### config.mk
export PLATFORM = sky130hd
export DESIGN_NAME = cplx_q15_mul
export DESIGN_NICKNAME = d
export VERILOG_FILES = /design/src/rtl/cmul_pkg.sv /design/src/rtl/cmul_ctrl.sv /design/src/rtl/cmul_dpath.sv /design/src/rtl/cplx_q15_mul.sv
export SDC_FILE = /design/constraint.sdc
export NUM_CORES = 2
export LEC_CHECK = 0
export BUFFER_PORTS_ARGS = -buffer_cell sky130_fd_sc_hd__buf_2
export CAP_MARGIN = 20
export CORE_UTILIZATION = 35
export DETAILED_ROUTE_END_ITERATION = 8
export GPL_TIMING_DRIVEN = 1
export PLACE_DENSITY = 0.56
export SLEW_MARGIN = 20
export SYNTH_ARGS = -nofsm -noshare
export SYNTH_HDL_FRONTEND = slang
export SYNTH_SLANG_ARGS = --single-unit
### constraint.sdc
create_clock -name clk -period 19.85 [get_ports clk]
set_clock_uncertainty 0.1 [all_clocks]
set_input_delay 1.985 -clock clk [delete_from_list [all_inputs] [get_ports clk]]
set_output_delay 1.985 -clock clk [all_outputs]
set_load 0.01 [all_outputs]
### src/rtl/cmul_pkg.sv
package cmul_pkg;

  // Strobes the pipeline control hands to the datapath.
  typedef struct packed {
    logic adv;     // every stage advances this cycle
    logic fillS2;  // stage 2 holds a live operation
  } cmulStb_t;

  // Product slot indices inside the datapath.
  localparam int unsigned IdxRR = 0;  // a.re * b.re
  localparam int unsigned IdxII = 1;  // a.im * b.im
  localparam int unsigned IdxRI = 2;  // a.re * b.im
  localparam int unsigned IdxIR = 3;  // a.im * b.re
  localparam int unsigned NumProd = 4;

endpackage

### src/rtl/cmul_ctrl.sv
module cmul_ctrl
  import cmul_pkg::*;
(
  input  logic     clk,
  input  logic     rstN,
  input  logic     inValid,
  input  logic     outReady,
  output logic     inReady,
  output logic     outValid,
  output cmulStb_t stb
);

  logic v1Q, v2Q, v3Q;
  logic advance;

  // All stages move together. The last stage frees up when it is empty or drained.
  assign advance = !v3Q || outReady;

  always_ff @(posedge clk) begin
    if (!rstN) begin
      v1Q <= 1'b0;
      v2Q <= 1'b0;
      v3Q <= 1'b0;
    end else if (advance) begin
      v1Q <= inValid;
      v2Q <= v1Q;
      v3Q <= v2Q;
    end
  end

  assign inReady    = advance;
  assign outValid   = v3Q;
  assign stb.adv    = advance;
  assign stb.fillS2 = v2Q;

  // an accepted operation occupies stage 1 on the next cycle
  assert_accept_R8: assert property (@(posedge clk) disable iff (!rstN)
    (inValid && inReady) |=> v1Q);

  // reset empties the output stage
  assert_reset_R10: assert property (@(posedge clk)
    !rstN |=> !outValid);

endmodule

### src/rtl/cmul_dpath.sv
module cmul_dpath
  import cmul_pkg::*;
#(
  parameter int unsigned PartW = 16
) (
  input  logic               clk,
  input  logic               rstN,
  input  cmulStb_t           stb,
  input  logic [2*PartW-1:0] opA,
  input  logic [2*PartW-1:0] opB,
  input  logic               shiftOne,
  input  logic               roundOn,
  input  logic               satClr,
  output logic [2*PartW-1:0] resData,
  output logic               satSticky
);

  localparam int unsigned ProdW = 2 * PartW;       // full product width
  localparam int unsigned ShW   = ProdW + 1;       // product after optional doubling
  localparam int unsigned SumW  = ProdW + 3;       // lossless sum width
  localparam int unsigned HiW   = SumW - ProdW + 1; // bits that must agree when in range
  localparam logic [PartW-1:0] PartMax = {1'b0, {(PartW-1){1'b1}}};
  localparam logic [PartW-1:0] PartMin = {1'b1, {(PartW-1){1'b0}}};

  // ---------------- stage 1: multiply ----------------
  logic signed [PartW-1:0] facA [NumProd];
  logic signed [PartW-1:0] facB [NumProd];
  logic signed [ProdW-1:0] prodQ [NumProd];
  logic shiftQ, roundS1Q;

  always_comb begin
    facA[IdxRR] = opA[PartW-1:0];       facB[IdxRR] = opB[PartW-1:0];
    facA[IdxII] = opA[2*PartW-1:PartW]; facB[IdxII] = opB[2*PartW-1:PartW];
    facA[IdxRI] = opA[PartW-1:0];       facB[IdxRI] = opB[2*PartW-1:PartW];
    facA[IdxIR] = opA[2*PartW-1:PartW]; facB[IdxIR] = opB[PartW-1:0];
  end

  always_ff @(posedge clk) begin
    if (stb.adv) begin
      for (int i = 0; i < NumProd; i++) begin
        prodQ[i] <= ProdW'(facA[i]) * ProdW'(facB[i]);
      end
      shiftQ   <= shiftOne;
      roundS1Q <= roundOn;
    end
  end

  // ---------------- stage 2: align and sum ----------------
  logic signed [ShW-1:0]  shProd [NumProd];
  logic signed [SumW-1:0] sumQ [2];
  logic roundS2Q;

  for (genvar g = 0; g < NumProd; g++) begin : gAlign
    assign shProd[g] = shiftQ ? {prodQ[g], 1'b0} : {prodQ[g][ProdW-1], prodQ[g]};
  end

  always_ff @(posedge clk) begin
    if (stb.adv) begin
      sumQ[0]  <= SumW'(shProd[IdxRR]) - SumW'(shProd[IdxII]);
      sumQ[1]  <= SumW'(shProd[IdxRI]) + SumW'(shProd[IdxIR]);
      roundS2Q <= roundS1Q;
    end
  end

  // ---------------- stage 3: round, clamp, take high half ----------------
  logic [SumW-1:0]  rndConst;
  logic [SumW-1:0]  rndSum [2];
  logic [PartW-1:0] partNext [2];
  logic [1:0]       clip;
  logic             unusedLowBits;

  assign rndConst = {{(SumW-PartW){1'b0}}, roundS2Q, {(PartW-1){1'b0}}};

  for (genvar g = 0; g < 2; g++) begin : gLane
    logic [HiW-1:0] hiBits;
    assign rndSum[g] = sumQ[g] + rndConst;
    assign hiBits    = rndSum[g][SumW-1:ProdW-1];
    assign clip[g]   = !((&hiBits) || !(|hiBits));
    assign partNext[g] = clip[g] ? (rndSum[g][SumW-1] ? PartMin : PartMax)
                                 : rndSum[g][ProdW-1:PartW];
  end

  assign unusedLowBits = ^{rndSum[0][PartW-1:0], rndSum[1][PartW-1:0]};

  logic [2*PartW-1:0] resQ;
  logic satQ;

  always_ff @(posedge clk) begin
    if (stb.adv) begin
      resQ <= {partNext[1], partNext[0]};
    end
  end

  always_ff @(posedge clk) begin
    if (!rstN) begin
      satQ <= 1'b0;
    end else if (stb.adv && stb.fillS2 && (|clip)) begin
      satQ <= 1'b1;
    end else if (satClr) begin
      satQ <= 1'b0;
    end
  end

  assign resData   = resQ;
  assign satSticky = satQ;

  // the sticky flag only drops after a clear request
  assert_sticky_R6: assert property (@(posedge clk) disable iff (!rstN)
    $fell(satQ) |-> $past(satClr));

  // a clamped real part lands on a full-scale code
  assert_clip_R5: assert property (@(posedge clk) disable iff (!rstN)
    (stb.adv && stb.fillS2 && clip[0]) |=>
      (resQ[PartW-1:0] == PartMax || resQ[PartW-1:0] == PartMin));

endmodule

### src/rtl/cplx_q15_mul.sv
module cplx_q15_mul
  import cmul_pkg::*;
#(
  parameter int unsigned PartW = 16
) (
  input  logic               clk,
  input  logic               rstN,
  input  logic               inValid,
  output logic               inReady,
  input  logic [2*PartW-1:0] opA,
  input  logic [2*PartW-1:0] opB,
  input  logic               shiftOne,
  input  logic               roundOn,
  output logic               outValid,
  input  logic               outReady,
  output logic [2*PartW-1:0] outData,
  input  logic               satClr,
  output logic               satSticky
);

  cmulStb_t stb;

  cmul_ctrl i_ctrl (
    .clk      (clk),
    .rstN     (rstN),
    .inValid  (inValid),
    .outReady (outReady),
    .inReady  (inReady),
    .outValid (outValid),
    .stb      (stb)
  );

  cmul_dpath #(.PartW(PartW)) i_dpath (
    .clk       (clk),
    .rstN      (rstN),
    .stb       (stb),
    .opA       (opA),
    .opB       (opB),
    .shiftOne  (shiftOne),
    .roundOn   (roundOn),
    .satClr    (satClr),
    .resData   (outData),
    .satSticky (satSticky)
  );

  // a stalled result holds its value and validity
  assert_hold_R9: assert property (@(posedge clk) disable iff (!rstN)
    (outValid && !outReady) |=> (outValid && $stable(outData)));

endmodule

# --- After elaboration in Yosys (flattened, before gate mapping) ---
# Memory sizes are Yosys's and may differ from the RTL's.
# Cells that the tools add are included.
op_classes:
  add_sub_neg: 4
  mul: 4
  muxes: 12
  n_reduce_logical: 16
ops:
  columns: ["cell", "count"]
  rows:
  - ["16-bit by 16-bit multiplier with 32-bit output", 4]
  - ["32-bit 2-to-1 mux", 4]
  - ["35-bit by 16-bit adder with 35-bit output", 2]
  - ["16-bit 2-to-1 mux", 4]
  - ["33-bit by 33-bit adder with 34-bit output", 1]
  - ["33-bit by 33-bit subtractor with 34-bit output", 1]
  - ["4-bit AND reduction", 2]
  - ["4-bit OR reduction", 2]
  - ["1-bit zero test", 5]
  - ["1-bit 2-to-1 mux", 4]
  - ["1-bit logical OR", 3]
  - ["1-bit logical AND", 2]
  - ["2-bit nonzero test", 1]
  - ["2-bit OR reduction", 1]
word_totals:
  regBits: 39
  ramBits: 198
  inputBits: 71
  output_inout_bits: 35
  elab_cells: 46
  memories: 2
memory_table:
  columns: ["name", "depth", "word_bits", "rd", "rd_ports_with_merged_regs", "write_ports", "line", "text"]
  rows:
  - ["i_dpath.prodQ", 4, 32, 4, 0, 4, "cmul_dpath.sv:28", "logic signed [ProdW-1:0] prodQ [NumProd];"]
  - ["i_dpath.sumQ", 2, 35, 2, 0, 2, "cmul_dpath.sv:50", "logic signed [SumW-1:0] sumQ [2];"]

# --- Logic depth before layout (Yosys ltp) ---
# An unclocked memory read counts as a cell.
depth:
  word_depth: 9
  ltp_mapped: 24
  depth_no_buf: 23

# --- Modules after synthesis ---
# Synthesis repeated with hierarchy kept, for this count alone.
unflattened:
  cells_unflattened: 5102
  hier_area_um2: 49787.8
by_module_without_submodules:
  columns: ["mod", "n_inst", "cells_each", "area_each_um2", "seq_area_each_um2"]
  rows:
  - ["cmul_dpath", 1, 5089, 49656.4, 6055.8]
  - ["cmul_ctrl", 1, 13, 131.4, 60.1]

# --- Least setup slack after synthesis ---
# Ideal clock, no wire load.
synth_path:
  path_kind: "input-to-output"
  from: "input port outReady"
  to: "output port inReady"
  t_arrival_ps: 7722
  t_required_ps: 17765
  path_slack_ps: 10043
  path_stages: 2
  path_buffers: 1
  path_cell_list: "nand2b_1 clkbuf_1"
synth_between:
  elab_chain_len: 1
synth_lines:
  columns: ["item", "line", "text"]
  rows:
  - ["start: declaration", "cplx_q15_mul.sv:15", "input logic outReady,"]
  - ["1-bit logical OR", "cmul_ctrl.sv:17", "assign advance = !v3Q || outReady;"]
  - ["end: declaration", "cplx_q15_mul.sv:9", "output logic inReady,"]
# Every way passes these cells.

==> results.md <==
* Status: complete, no violations
* Least-Margin Pin Slew at 1.079 ns
* Root Buffer: clkbuf_16
* CP max FO at 32
* GPL Wtd Cong at approximately 0.84
* Residual DRC at 0
* Row count at around 140
* Ys flop type: edfxtp_1
* Layout cell share with drive strength beyond 1 at 5.753%
* Unrepaired setup endpoints after global routing: false
* Max-slew violation count at 0
* H-Tree Depth at 1
* Max FFs per register at between 100 and 150
* Nature of the critical path endpoint: register
* Hold Path Class: register to register
* Dpl cells at slightly below 7000
* Met2 GRT Util at roughly 28%
* Critical path arrival at 8.94 ns
* Post-DR vias/cell at ~4.8
* Slowest cell on crit path: or4_1
* Port Buf Inserts at roughly 110
* Post-Syn Nets at approximately 6600
* Routed Antenna Nets at 0
* Synth warnings at 0
* Peak Freq at 115.0 MHz
* Initial Util at a little over a third
* DR WL/cell at about 17 um
* Final setup fails at 0
* First-pass GRT wire length at between 150 and 200 mm
* Met3 Track Usage GR at roughly 1.9%
* Post-CTS Hold Fix Bufs at 0
* Fill cells at about 14000
* Via count at around 34000
* WS Path Type: primary input to register
* Clock buffer depth at 3
* Drt pass-1 iters at 7
* DP Wirelength at ~93 mm
* CP top delay family: adder cells
* Met1 usage at 25.41%
* Biggest register: i_dpath.prodQ
* Core Region at 141400 um2
* Avg Cell Area, Syn at around 10 um2
* Synth Instances at between 5000 and 6000
* Critical-path cell list: buf_2 > nand2_1 > inv_1 > fa_1 > fa_1 > fa_1 > fa_1 > fa_1 > inv_1 > fa_1 > inv_1 > ha_1 > and2_1 > a211oi_1 > nand2_1 > a211oi_1 > nor3_1 > or4_1 > a31o_2 > a21oi_1 > xnor2_1
* Final instance area at approximately 53000 um2
* Largest net degree at the start of global routing at 74
* Max_cap viols at 0
* Critical path buffers and inverters at 4
* Chip width at between 300 and 400 um
* Final cell count without fillers at ~7000
* Worst-Skew Late Latency at roughly 0.60 ns
* #FFs+latches synth at roughly 210
* Post-synth EDFFs at around 200
* Post-synth ARST share at 0%
* Final net count at 6584
* Tmin final at about 8.7 ns
* Grt ovf at 0
* CP dominant cell by count: fa_1
* Post-DP Area at around 52000 um2
* Layout area overhead at 6.600%
* Critical Path RT at 20.10 ns
* Synthesized area at 49860 um2
* Commonest non-fill, non-tap cell in the layout: inv_1
* Commonest cells after routing, fill and taps aside: inv_1, fa_1, nand2_1
* Final TNS setup at 0 ns
* # Post-CTS Setup Buffers at 0
* Post-synth cell types at 71
* Die ar. at about 140000 um2
* Worst-path clk slew at approximately 0.060 ns
* Startpoint types: primary input
* DIE HEIGHT at around 380 um
* Worst setup path start: opA[15]
* CTS tree: done
* Rel. slew slack at between 20 and 30%
* Initial DRC count at 1894
* GR peak layer: met2
* Final WL at roughly 120 mm
* FF-to-FF Start: i_dpath.shiftQ$_DFFE_PN_
* Sequential share of the synthesized area at between 10% and 20%
* Clock sinks at between 200 and 250
* Hold_sp: i_dpath.roundS1Q$_DFFE_PN_
* Largest stage delay, worst path at approximately 0.6 ns
* Final Cycle Share at a little over two fifths
* GRT Util Overall at 17.55%
* Initial antenna violation count at 18
* Inserted Clock Buffers at 29
* CTS resizes at 0
* Vias in the first global route at 36116
* IO Count at ~110
* Fin. Hold Viols at 0
-- per-stage QoR --
step / util (%) / hold slack [ns] / setup slack (ns)
6_report: 37.58 / 0.3351 / 11.16
5_1_grt: 37.58 / 0.3507 / 10.83
4_1_cts: 37.58 / 0.3351 / 11.31
3_5_place_dp: 36.86 / 0.3187 / 10.67
3_3_place_gp: 36.86 / 0.3039 / 10.68
2_1_floorplan: - / 0.3003 / 10.04
-- Yosys cell counts (5+ instances only) --
master     count  area [um2]
inv_1       1158        4347
fa_1        1048       20980
nand2_1      530        1989
and2_1       515        3222
ha_1         394        4930
clkbuf_1     205       769.5
edfxtp_1     201        6036
xnor2_1      139        1217
nor2_1       132       495.5
a21oi_1      129       645.6
mux2_2        93        1047
o21ai_0       78       390.4
a21o_1        70       525.5
xor2_1        60       525.5
mux2i_1       35       350.3
nand2b_1      35       219.0
nand3_1       35       175.2
nor3_1        24       120.1
o21a_1        24       180.2
o21bai_1      17       127.6
nand4_1       14       87.58
nor2b_1       14       87.58
and3_1        13       81.33
o211ai_1      13       97.59
a31oi_1       12       75.07
a211oi_1      10       75.07
or3_1          9       56.30
buf_1          8       30.03
a31o_2         7       61.31
or2_2          7       43.79
a211o_1        6       52.55
and4_1         6       52.55
o21ai_1        6       30.03
o31ai_1        6       45.04
a2111oi_0      5       43.79
a21boi_0       5       37.54
-- per-layer routing --
layer	part of all wire [%]	wire length (um)
met2	45	54540
met3	5.1	6187
met4	2.8	3417
met1	47	56030
met5	0.096	115
-- worst paths after layout --
check	depth (start not counted)	to	slack [ns]
max	21	i_dpath.prodQ[0][29]$_DFFE_PN_	11.16
min reg2reg	0	i_dpath.roundS2Q$_DFFE_PN_	0.34
max reg2reg	12	i_dpath.sumQ[0][67]$_DFFE_PN_	14.42
min	0	i_dpath.roundS2Q$_DFFE_PN_	0.34
-- layout make-up --
| type | count | area (um2) | area share [%] |
|---|---|---|---|
| repair buffers | 129 | 703.2 | 1.323 |
| clock inverters | 22 | 282.8 | 0.5321 |
| multi-input cells | 3548 | 38600 | 72.62 |
| flip-flops and latches | 205 | 6116 | 11.51 |
| diodes | 2 | 5.005 | 0.009417 |
| inverters | 1158 | 4347 | 8.179 |
| clock buffers | 31 | 733.2 | 1.380 |
| well taps | 1890 | 2365 | 4.449 |
-- cells by family after synthesis --
kind of cell	after synthesis	share of synthesized area (%)
AOI/OAI and AO/OA	428	5.546
and+or+nand+nor	1351	13.58
buffers and inverters	1373	10.34
DFF	205	12.27
adders and majority gates	1442	51.97
muxes	128	2.803
xor gates and xnor gates	199	3.496
Power is left out: the tool's default activity adds up to more than one toggle a clock period on the data nets, which glitch-free logic cannot reach.
